`config.mk`:
```
export PLATFORM = sky130hd
export DESIGN_NAME = prio_intc
export DESIGN_NICKNAME = d
export VERILOG_FILES = /design/src/rtl/prio_intc_pkg.sv /design/src/rtl/prio_intc_regs.sv /design/src/rtl/prio_intc_arb.sv /design/src/rtl/prio_intc_isr.sv /design/src/rtl/prio_intc.sv
export SDC_FILE = /design/constraint.sdc
export NUM_CORES = 1
export LEC_CHECK = 0
export BUFFER_PORTS_ARGS = -buffer_cell sky130_fd_sc_hd__buf_2
export CAP_MARGIN = 20
export CORE_UTILIZATION = 55
export DETAILED_ROUTE_END_ITERATION = 12
export GPL_ROUTABILITY_DRIVEN = 0
export GPL_TIMING_DRIVEN = 1
export MAX_ROUTING_LAYER = met4
export PLACE_DENSITY_LB_ADDON = 0.05
export SYNTH_ARGS = -nofsm -noshare
export SYNTH_HDL_FRONTEND = slang
export SYNTH_SLANG_ARGS = --single-unit
```
`constraint.sdc`:
```
create_clock -name clk_i -period 4.8 [get_ports clk_i]
set_input_delay 0.24 -clock clk_i [delete_from_list [all_inputs] [get_ports clk_i]]
set_output_delay 0.24 -clock clk_i [all_outputs]
set_load 0.005 [all_outputs]
```
`src/rtl/prio_intc_pkg.sv`:
```
package prio_intc_pkg;
  localparam int NSRC = 12;
  localparam int NLVL = 4;
  localparam int LVLW = $clog2(NLVL);
  localparam int VECW = $clog2(NSRC);
  localparam int REG0_N = 7;  // sources held in byte 0; bit 7 is the global enable
endpackage

```
`src/rtl/prio_intc_regs.sv`:
```
module prio_intc_regs
  import prio_intc_pkg::*;
#(
  parameter int N_SRC = NSRC,
  parameter int LW    = LVLW
) (
  input  logic                      clk_i,
  input  logic                      rst_ni,
  input  logic                      wr_en_i,
  input  logic [2:0]                wr_sel_i,
  input  logic [7:0]                wr_data_i,
  output logic                      glob_en_o,
  output logic [N_SRC-1:0]          src_en_o,
  output logic [N_SRC-1:0][LW-1:0]  src_lvl_o
);
  logic             glob_q;
  logic [N_SRC-1:0] en_q, lo_q, hi_q;

  always_ff @(posedge clk_i or negedge rst_ni) begin
    if (!rst_ni) glob_q <= 1'b0;
    else if (wr_en_i && wr_sel_i == 3'd0) glob_q <= wr_data_i[7];
  end

  for (genvar i = 0; i < N_SRC; i++) begin : g_src
    localparam int BYTE = (i < REG0_N) ? 0 : 1;
    localparam int BIT  = (i < REG0_N) ? i : i - REG0_N;
    always_ff @(posedge clk_i or negedge rst_ni) begin
      if (!rst_ni) begin
        en_q[i] <= 1'b0;
        lo_q[i] <= 1'b0;
        hi_q[i] <= 1'b0;
      end else if (wr_en_i) begin
        if (wr_sel_i == 3'(0 + BYTE)) en_q[i] <= wr_data_i[BIT];
        if (wr_sel_i == 3'(2 + BYTE)) lo_q[i] <= wr_data_i[BIT];
        if (wr_sel_i == 3'(4 + BYTE)) hi_q[i] <= wr_data_i[BIT];
      end
    end
    assign src_lvl_o[i] = LW'({hi_q[i], lo_q[i]});
  end

  assign glob_en_o = glob_q;
  assign src_en_o  = en_q;
endmodule

```
`src/rtl/prio_intc_arb.sv`:
```
module prio_intc_arb
  import prio_intc_pkg::*;
#(
  parameter int N_SRC = NSRC,
  parameter int N_LVL = NLVL,
  parameter int LW    = LVLW,
  parameter int VW    = VECW
) (
  input  logic [N_SRC-1:0]          req_i,
  input  logic [N_SRC-1:0]          en_i,
  input  logic                      glob_en_i,
  input  logic [N_SRC-1:0][LW-1:0]  lvl_i,
  input  logic                      busy_i,
  input  logic [LW-1:0]             top_lvl_i,
  output logic                      hit_o,
  output logic [VW-1:0]             win_idx_o,
  output logic [LW-1:0]             win_lvl_o
);
  logic [N_SRC-1:0] elig;
  logic [N_LVL-1:0] lvl_hit;
  logic [LW-1:0]    best;

  for (genvar i = 0; i < N_SRC; i++) begin : g_elig
    assign elig[i] = req_i[i] & en_i[i] & glob_en_i & (!busy_i || (lvl_i[i] > top_lvl_i));
  end

  for (genvar l = 0; l < N_LVL; l++) begin : g_lvl
    logic [N_SRC-1:0] at_l;
    for (genvar i = 0; i < N_SRC; i++) begin : g_cmp
      assign at_l[i] = elig[i] && (lvl_i[i] == LW'(l));
    end
    assign lvl_hit[l] = |at_l;
  end

  // highest populated level
  always_comb begin
    best = '0;
    for (int l = 0; l < N_LVL; l++) if (lvl_hit[l]) best = LW'(l);
  end

  // fixed rank inside the winning level: lowest index
  always_comb begin
    win_idx_o = '0;
    for (int i = N_SRC - 1; i >= 0; i--)
      if (elig[i] && lvl_i[i] == best) win_idx_o = VW'(i);
  end

  assign hit_o     = |elig;
  assign win_lvl_o = best;
endmodule

```
`src/rtl/prio_intc_isr.sv`:
```
module prio_intc_isr
  import prio_intc_pkg::*;
#(
  parameter int N_LVL = NLVL,
  parameter int LW    = LVLW
) (
  input  logic             clk_i,
  input  logic             rst_ni,
  input  logic             set_i,
  input  logic [LW-1:0]    set_lvl_i,
  input  logic             pop_i,
  output logic [N_LVL-1:0] mask_o,
  output logic             busy_o,
  output logic [LW-1:0]    top_lvl_o
);
  logic [N_LVL-1:0] mask_q, clr, set;

  always_comb begin
    top_lvl_o = '0;
    for (int l = 0; l < N_LVL; l++) if (mask_q[l]) top_lvl_o = LW'(l);
  end

  assign busy_o = |mask_q;

  always_comb begin
    clr = '0;
    set = '0;
    if (pop_i && busy_o) clr[top_lvl_o] = 1'b1;
    if (set_i) set[set_lvl_i] = 1'b1;
  end

  always_ff @(posedge clk_i or negedge rst_ni) begin
    if (!rst_ni) mask_q <= '0;
    else         mask_q <= (mask_q & ~clr) | set;
  end

  assign mask_o = mask_q;
endmodule

```
`src/rtl/prio_intc.sv`:
```
module prio_intc
  import prio_intc_pkg::*;
(
  input  logic            clk_i,
  input  logic            rst_ni,
  input  logic [NSRC-1:0] req_i,
  input  logic            wr_en_i,
  input  logic [2:0]      wr_sel_i,
  input  logic [7:0]      wr_data_i,
  input  logic            boundary_i,
  input  logic            reti_i,
  output logic            take_o,
  output logic [VECW-1:0] vec_o,
  output logic [LVLW-1:0] lvl_o
);
  logic                       glob_en;
  logic [NSRC-1:0]            src_en;
  logic [NSRC-1:0][LVLW-1:0]  src_lvl;
  logic                       hit, busy, grant;
  logic [VECW-1:0]            win_idx;
  logic [LVLW-1:0]            win_lvl, top_lvl;
  logic [NLVL-1:0]            insvc;
  logic                       take_q;
  logic [VECW-1:0]            vec_q;
  logic [LVLW-1:0]            lvl_q;

  prio_intc_regs #(.N_SRC(NSRC), .LW(LVLW)) u_regs (
    .clk_i, .rst_ni, .wr_en_i, .wr_sel_i, .wr_data_i,
    .glob_en_o(glob_en), .src_en_o(src_en), .src_lvl_o(src_lvl)
  );

  prio_intc_arb #(.N_SRC(NSRC), .N_LVL(NLVL), .LW(LVLW), .VW(VECW)) u_arb (
    .req_i, .en_i(src_en), .glob_en_i(glob_en), .lvl_i(src_lvl),
    .busy_i(busy), .top_lvl_i(top_lvl),
    .hit_o(hit), .win_idx_o(win_idx), .win_lvl_o(win_lvl)
  );

  assign grant = boundary_i & hit;

  prio_intc_isr #(.N_LVL(NLVL), .LW(LVLW)) u_isr (
    .clk_i, .rst_ni, .set_i(grant), .set_lvl_i(win_lvl), .pop_i(reti_i),
    .mask_o(insvc), .busy_o(busy), .top_lvl_o(top_lvl)
  );

  always_ff @(posedge clk_i or negedge rst_ni) begin
    if (!rst_ni) begin
      take_q <= 1'b0;
      vec_q  <= '0;
      lvl_q  <= '0;
    end else begin
      take_q <= grant;
      if (grant) begin
        vec_q <= win_idx;
        lvl_q <= win_lvl;
      end
    end
  end

  assign take_o = take_q;
  assign vec_o  = vec_q;
  assign lvl_o  = lvl_q;
endmodule

```
# Word-level counts from Yosys, hierarchy flattened
# Index checks and enable logic that the tools add are counted.
# word_totals
reg_bits,48
elab_cells,251
inputBits,28
# op_classes
muxes,24
n_reduce_logical,77
bitwise_logic,40
magnitude_cmp,16
n_eq_ne,53
# ops
cell,count
4-bit 2-to-1 mux,14
1-bit logical AND,52
2-bit equality test (second input constant),24
12-bit OR reduction,4
1-bit bitwise AND,37
2-bit by 1-bit equality test with 1-bit output (second input constant),12
2-bit equality test,12
2-bit > comparator,12
1-bit logical OR,12
2-bit AND reduction,6
2-bit 2-to-1 mux,4
3-bit by 2-bit equality test with 1-bit output (second input constant),2
3-bit equality test (second input constant),2
2-bit by 3-bit < comparator with 1-bit output (second input constant),2
4-bit bitwise AND,1
1-bit demux with 2-bit select,2
2-bit by 1-bit greater-or-equal comparator with 1-bit output (second input constant),2
1-bit 2-to-1 mux,4
4-bit inverter,1
4-bit OR,1
4-bit OR reduction,1
3-bit by 1-bit equality test with 1-bit output (second input constant),1
3-bit zero test,1
1-bit zero test,1

# Longest topological paths before layout
# Gate-level depths: netlist (run 1).
# depth
word_depth,25
depth_mapped,15

# By module
# A second synthesis (run 1) with hierarchy kept.
# unflattened
hier_cells,364
area_unflattened_um2,3632.2
# by_module_without_submodules
mod,area_per_inst_um2,n_inst,cells_each
prio_intc_arb,1754.2,1,247
prio_intc_regs,1428.9,1,82
prio_intc,252.7,1,15
prio_intc_isr,196.4,1,20

# Least setup slack after synthesis (run 1)
# OpenSTA, ideal clock, no wires.
# synth_path
kind,flip-flop to flip-flop
start,register u_isr.mask_q[3] (netlist: u_isr.mask_o[3])
end,register vec_q[0] (netlist: vec_o[0])
required_time_ns,4.675
arrival_time_ns,3.097
setup_slack_ns,1.578
path_buffers,0
stages_incl_launch_ff,14
setup_time_ns,0.125
synth_period_minus_slack_ns,3.222
cell_sequence,dfrtp_1 -> nor2_4 -> ha_1 -> nor2b_1 -> o21ai_1 -> a2111oi_0 -> a2111oi_2 -> nand4_2 -> a31oi_4 -> nor2_4 -> xnor2_1 -> o32a_1 -> a211oi_2 -> nor3_1
# synth_between
elab_chain_len,23
# synth_rtl
element,line,rtl
start: declaration,prio_intc_isr.sv:16,"logic [N_LVL-1:0] mask_q, clr, set;"
start signal: assignment,prio_intc_isr.sv:34,else mask_q <= (mask_q & ~clr) | set;
2-bit 2-to-1 mux or 4-bit OR reduction (tied branches),"prio_intc_isr.sv:20, prio_intc_isr.sv:23",
2-bit > comparator or 1-bit zero test (tied branches),prio_intc_arb.sv:24,assign elig[i] = req_i[i] & en_i[i] & glob_en_i & (!busy_i || (lvl_i[i] > top_lvl_i));
1-bit logical OR,prio_intc_arb.sv:24,
1-bit bitwise AND,prio_intc_arb.sv:24,
1-bit logical AND,prio_intc_arb.sv:30,assign at_l[i] = elig[i] && (lvl_i[i] == LW'(l));
12-bit OR reduction,prio_intc_arb.sv:32,assign lvl_hit[l] = |at_l;
1-bit 2-to-1 mux,prio_intc_arb.sv:38,for (int l = 0; l < N_LVL; l++) if (lvl_hit[l]) best = LW'(l);
2-bit 2-to-1 mux (2 in a row),prio_intc_arb.sv:38,
2-bit equality test,prio_intc_arb.sv:45,if (elig[i] && lvl_i[i] == best) win_idx_o = VW'(i);
1-bit logical AND,prio_intc_arb.sv:45,
4-bit 2-to-1 mux (12 in a row),prio_intc_arb.sv:45,
end signal: assignment,prio_intc.sv:53,vec_q <= win_idx;
end: declaration,prio_intc.sv:24,logic [VECW-1:0] vec_q;
# Parallel ways exist; a longest one is shown, timed or not.
# A chain may end at the register's enable or synchronous reset.

# Worst setup path in the final report (run 1)
# Same ends and word-level chain as after synthesis.

==> summary.md, run 1 <==
| Metric | Value |
|---|---|
| Status | finished clean |
| Critical Path Fanout Max | 14 |
| Worst hold start | wr_data_i[7] |
| Slew Limit Headroom | 0.4666 |
| Synth Area in Simple Gates | 0.1682 |
| EDFF count, synth | 0 |
| CORE AREA | 6026 sq um |
| Worst-path clk slew | 0.11 ns |
| Clock Sinks | 48 |
| #FFs+latches synth | 48 |
| Starting DRT DRC Count | 234 |
| Largest net degree at the start of global routing | 49 |
| Mapped cell area | 3488 sq um |
| Worst hold slack | 0.1560 ns |
| CP Cell Sequence | nor2_4, ha_1, nor2b_1, o21ai_0, a2111oi_0, nor4_1, nand3_2, nor2_2, o21ai_1, o21a_1, o221a_1, o21a_1, nor3_1 |
| Yosys warnings | 0 |
| WHS Endpoint | u_regs.glob_en_o |
| Top FF cell, synth | dfrtp_1 |
| Async SR Flop Fraction | 1.000 |
| Final nets | 456 |
| First-pass GRT wire length | 14.39 mm |
| Most frequent cell after synthesis | dfrtp_1 |
| Final setup fails | 0 |
| Layout cells sized above 1 | 0.2444 |
| Placed insts | 469 |
| Critical path required time | 5.05 ns |
| Max-slew violations | 0 |
| Int Pwr | 1.153 mW |
| CP bufs+invs | 0 |
| Net Count, Synth | 416 |
| Top post-synthesis cells by count | dfrtp_1, nand2_1, mux2_2, o21ai_0 |
| P_leak | 1.633 nW |
| Vias per cell | 6.183 |
| Die area | 6665 sq um |
| Compound-Gate Fraction of Synth Area | 0.2518 |
| Clock Power Share | 0.126 |
| FF-to-FF setup slack | 0.81 ns |
| Ranking of synthesized cells by area | dfrtp_1, mux2_2, ha_1 |
| Register area share after synthesis | 0.3443 |
| Clock skew | 0.009131 ns |
| Initial core utilization | 0.5789 |
| Net Sw Power | 1.102 mW |
| Crit-path slowest cell | nor2_2 |
| Worst Path Arrival | 4.24 ns |
| DR DRC count | 0 |
| PortBufs | 34 |
| Cell count of the worst reg-to-reg path | 13 |
| Initial antenna violation count | 0 |
| Die H | 81.64 um |
| FF-to-FF End | vec_o[0] |
| VDD IR max | 0.2816 mV |
| Grt ovf | 0 |
| Pre-CTS WS | 0.8610 ns |
| CTS Root Cell | clkbuf_8 |
| Layout area overhead | 10.15% |
| Unrepaired setup endpoints after global routing | false |
| Hold Path Cell Cnt | 2 |
| Cells after synthesis | 364 |
| Cell taking the most area after synthesis | dfrtp_1 |
| Setup_tns | 0 ns |
| CTS tree | yes |
| Reg power frac | 0.274 |
| Final period utilization | 0.8304 |
| Most common cell on crit path | o21a_1 |
| Hold Path Class | in -> reg |
| Via Count | 2,968 |
| Antenna Nets Post-Route | 0 |
| Ant. Diodes | 0 |
| Grt met1 use | 0.4208 |
| Postcts setup bufs | 0 |
| Met3 Track Usage GR | 0.03556 |
| GRT Resource Usage Total | 0.2998 |
| Final non-filler cell total | 480 |
| Gr busiest metal | met2 |
| Minimum clock period after layout | 3.986 ns |
| Synth cell types | 62 |
| Post-synth top area share | 0.3443 |
| Vias in the first global route | 2,785 |
| Post-synthesis mux area share | 0.08716 |
| Critical path's top delay family | simple AND/OR/NAND/NOR gates |
| Maxcap violations | 0 |
| Setup ws final | 0.8139 ns |
| RR Startpoint | u_isr.mask_o[3] |
| Clock Latency Late Sink | 0.32 ns |
| Power per cell area | 586.9 nW/um^2 |
| Drt pass-1 iters | 5 |
| Grt met2 use | 0.4450 |
| CTS max path bufs | 2 |
| HPWL after DPL | 6.602 mm |
| Mean Syn Cell Area | 9.583 sq um |
| Ports | 35 |
| Switching Fraction | 0.4886 |
| Startpoint Class | register |
| Routed wire length | 8.753 mm |
| Wire per inst | 18.24 um |
| Critical path class | reg -> reg |
| # rows | 28 |
| Logic pwr share | 0.601 |
| Die width | 81.64 um |
| Hold Fails Final Rpt | 0 |
| XOR/XNOR Fraction of Synth Area | 0.01506 |
| Main combinational cell family by area after synthesis | compound AO/OA/AOI/OAI gates |
| CP Capture Type | register |
| TritonCTS buffer count | 5 |
| Fmax | 250.9 MHz |
| H-tree Lvls | 2 |
| CP peak stage delay | 0.54 ns |
| Worst Tran Pin Value | 0.7799 ns |
| Adder-Cell Fraction of Synth Area | 0.08608 |
[power groups by stage]
stage	clock (mW)	combinational [mW]	sequential [mW]
after global placement	0	1.28	0.619
after detailed placement	0	1.33	0.621
after floorplan	0	1.13	0.590
final	0.283	1.35	0.617
after CTS	0.287	1.34	0.613
after global routing	0.301	1.52	0.631
[per-stage QoR]
stage	utilization	area [sq um]	power (mW)
floorplan	-	3488	1.716
global placement	0.6140	3700	1.903
detailed placement	0.6148	3705	1.952
CTS	0.6314	3805	2.239
global route	0.6377	3842	2.454
finish	0.6377	3842	2.255
[per-layer routing]
metal	part of all wire	wire [um]
met1	0.48	4173
met2	0.44	3880
met3	0.054	473
met4	0.026	226
met5	0	0
[worst max-delay path by stage]
stage | to | cells past startpoint | from
2_1_floorplan | vec_o[0] | 13 | u_isr.mask_o[3]
3_3_place_gp | vec_o[0] | 13 | u_isr.mask_o[3]
3_5_place_dp | vec_o[0] | 13 | u_isr.mask_o[3]
4_1_cts | vec_o[0] | 13 | u_isr.mask_o[3]
5_1_grt | vec_o[3] | 13 | u_isr.mask_o[3]
6_report | vec_o[0] | 13 | u_isr.mask_o[3]
[cell families (layout without fill, tap and decap cells)]
logic type / Yosys count / count (layout)
DFF: 48 / 48
and+or+nand+nor: 111 / 111
xor gates and xnor gates: 6 / 6
muxes: 27 / 27
adders and majority gates: 24 / 24
AOI/OAI and AO/OA: 116 / 116
buffers and inverters: 32 / 73
[area by class of cell]
cell class                      instances  area, sq um
Clock buffer                            6        82.58
Inverter                               24        90.09
Sequential cell                        48         1201
Clock inverter                          2        17.52
Tap cell                               75        93.84
Multi-Input combinational cell        284         2122
Fill cell                             516         2183
Timing Repair Buffer                   41        235.2
[cells in the final DEF (no fill, tap or decap), types with 2 or more instances in the layout]
cell,instances
nor2_2,2
nand3_1,16
o21a_1,7
nand4b_1,2
nor3b_1,2
a21oi_2,2
inv_1,24
nor2_4,2
nor2_1,10
a32oi_1,4
nor4_1,6
dfrtp_1,48
clkbuf_8,6
nand2_1,40
buf_2,35
o221ai_1,2
mux2_2,27
o32a_1,2
ha_1,24
a21oi_1,16
nor2b_1,15
a2111oi_0,13
buf_4,3
inv_6,2
a211oi_1,6
a21o_1,2
nand2b_1,5
nor3_1,3
o21ai_0,25
a31oi_1,2
o21ai_2,2
a211oi_2,2
o21ai_1,11
xnor2_1,6
[state kept, by name (all words and copies together), names as in the netlist]
signal / flops
lvl_o: 2
take_o: 1
u_isr.mask_o: 4
u_regs.glob_en_o: 1
u_regs.src_en_o: 12
u_regs.src_lvl_o: 24
vec_o: 4
[worst register-to-register path: cells and delay by family (launching register included)]
kind	cells	cell delay, ns
adders and majority gates	1	0.34
and+or+nand+nor	6	1.87
DFF	1	0.45
AOI/OAI and AO/OA	6	1.27
[repair_timing]
action	in CTS	in global routing
endpoints found under the hold margin	0	8
gates resized for setup	0	0
hold buffers	0	1
Power figures use the tool's default switching activity.
==> inputs of run 2 (changes only) <==
==> constraint.sdc (replaced) <==
create_clock -name clk_i -period 3.75 [get_ports clk_i]
set_input_delay 0.1875 -clock clk_i [delete_from_list [all_inputs] [get_ports clk_i]]
set_output_delay 0.1875 -clock clk_i [all_outputs]
set_load 0.005 [all_outputs]
==> summary.md, run 2 (same netlist as run 1, synthesis figures left out) <==
| Metric | Value |
|---|---|
| Status | finished clean |
| Max-slew violations | 0 |
| Largest net degree at the start of global routing | 49 |
| Setup_tns | 0 ns |
| Initial core utilization | 0.5789 |
| Clock skew | 0.008182 ns |
| RR Startpoint | u_isr.mask_o[1] |
| Routed wire length | 9.024 mm |
| Worst Tran Pin Value | 1.037 ns |
| Critical path's top delay family | compound AO/OA/AOI/OAI gates |
| Vias in the first global route | 2,764 |
| TritonCTS buffer count | 5 |
| Wire per inst | 18.34 um |
| CTS tree | yes |
| Max reg flops | 24 |
| CP Capture Type | register |
| FF-to-FF End | vec_o[3] |
| Startpoint Class | register |
| Commonest cells after routing, fill and taps aside | dfrtp_1, nand2_1, buf_2 |
| Fillcell total | 499 |
| CP bufs+invs | 2 |
| Layout cells sized above 1 | 0.2758 |
| FF-to-FF setup slack | 0.19 ns |
| Ant. Diodes | 0 |
| Hold Path Cell Cnt | 2 |
| Worst Path Arrival | 3.78 ns |
| Commonest non-fill, non-tap cell in the layout | dfrtp_1 |
| # rows | 28 |
| CORE AREA | 6026 sq um |
| CP peak stage delay | 0.65 ns |
| Clock Sinks | 48 |
| Clock Latency Late Sink | 0.32 ns |
| Fmax | 280.9 MHz |
| Via Count | 3,080 |
| VDD IR max | 0.4651 mV |
| CP Cell Sequence | a21o_1, buf_12, ha_1, nand2_1, o21ai_1, a2111oi_0, nor4_1, nand3_2, nor2_2, buf_4, o21ai_1, nor2_1, o31a_1, nand2b_1, o41ai_2 |
| Initial antenna violation count | 0 |
| Layout Utilization | 0.6630 |
| Final nets | 468 |
| Grt ovf | 0 |
| Minimum clock period after layout | 3.560 ns |
| Final period utilization | 0.9495 |
| Crit-path slowest cell | a2111oi_0 |
| Drt pass-1 iters | 5 |
| Cell count of the worst reg-to-reg path | 15 |
| Critical Path Fanout Max | 12 |
| Slew Limit Headroom | 0.3033 |
| Hold Fails Final Rpt | 0 |
| Worst hold start | wr_data_i[7] |
| PortBufs | 34 |
| Worst hold slack | 0.09942 ns |
| Total power | 3.093 mW |
| DR DRC count | 0 |
| Die width | 81.64 um |
| Starting DRT DRC Count | 323 |
| WHS Endpoint | u_regs.glob_en_o |
| Maxcap violations | 0 |
| Critical path required time | 3.97 ns |
| Critical path class | reg -> reg |
| Worst-path clk slew | 0.10 ns |
| Ports | 35 |
| Antenna Nets Post-Route | 0 |
| CTS max path bufs | 2 |
| H-tree Lvls | 2 |
| Hold Path Class | in -> reg |
| GRT Resource Usage Total | 0.3012 |
| Most common cell on crit path | o21ai_1 |
| P_leak | 1.710 nW |
| First-pass GRT wire length | 14.37 mm |
| Layout area overhead | 14.53% |
| Die H | 81.64 um |
| HPWL after DPL | 6.747 mm |
| Vias per cell | 6.260 |
| Die area | 6665 sq um |
| CTS Root Cell | clkbuf_8 |
| Power per cell area | 774.1 nW/um^2 |
| Final setup fails | 0 |
run 2: cell types whose count changed in the layout (fill, tap and decap cells not counted), sizes merged:
cell / change
buf: +13
clkbuf: -1
run 2: final cells by class:
cell class | instances | area (sq um) | area share
Tap cell | 75 | 93.84 | 0.02349
Inverter | 24 | 90.09 | 0.02255
Timing Repair Buffer | 53 | 350.3 | 0.08769
Sequential cell | 48 | 1201 | 0.3007
Clock buffer | 6 | 82.58 | 0.02067
Multi-Input combinational cell | 284 | 2160 | 0.5406
Clock inverter | 2 | 17.52 | 0.004385
run 2: how the worst max path moves through the flow:
stage	startpoint	to	slack, ns	cells past startpoint
floorplan	u_isr.mask_o[3]	vec_o[0]	0.53	13
global placement	u_isr.mask_o[1]	vec_o[0]	0.26	16
detailed placement	u_isr.mask_o[3]	vec_o[0]	0.24	16
CTS	u_isr.mask_o[3]	vec_o[0]	0.21	15
global route	u_isr.mask_o[1]	vec_o[3]	-0.006	15
finish	u_isr.mask_o[1]	vec_o[3]	0.19	15
run 2: timing repair:
item	CTS	global route
endpoints found under the hold margin	0	13
hold buffers	0	1
setup buffers	0	0
setup endpoints to repair	0	4
resized for setup	0	8
run 2: routing by layer:
layer / GRT usage / wire, um / vias up
met4: 0.1018 / 236 / 0
li1: - / - / 1468
met3: 0.04556 / 550 / 24
met2: 0.4408 / 3963 / 133
met1: 0.4243 / 4273 / 1455
met5: - / 0 / -
run 2: report_power, final:
part | total (mW) | switching [mW] | internal (mW)
logic | 1.94 | 1.12 | 0.827
registers | 0.791 | 0.142 | 0.648
clock network | 0.358 | 0.203 | 0.155
total | 3.09 | 1.46 | 1.63
run 2: worst register-to-register path: cells and delay by family (launching register included):
family          cells  cell delay, ns
flops               1            0.43
buf+inv             2            0.33
compound gates      6            1.70
fa+ha+maj           1            0.27
simple gates        6            0.72
run 2: metrics by stage:
step	std cells	cell area (sq um)	setup WS (ns)
after detailed placement	481	3822	0.2439
final	492	3995	0.1895
after global routing	492	3995	-0.006065
after global placement	481	3822	0.2575
after floorplan	364	3488	0.5277
after CTS	489	3923	0.2078
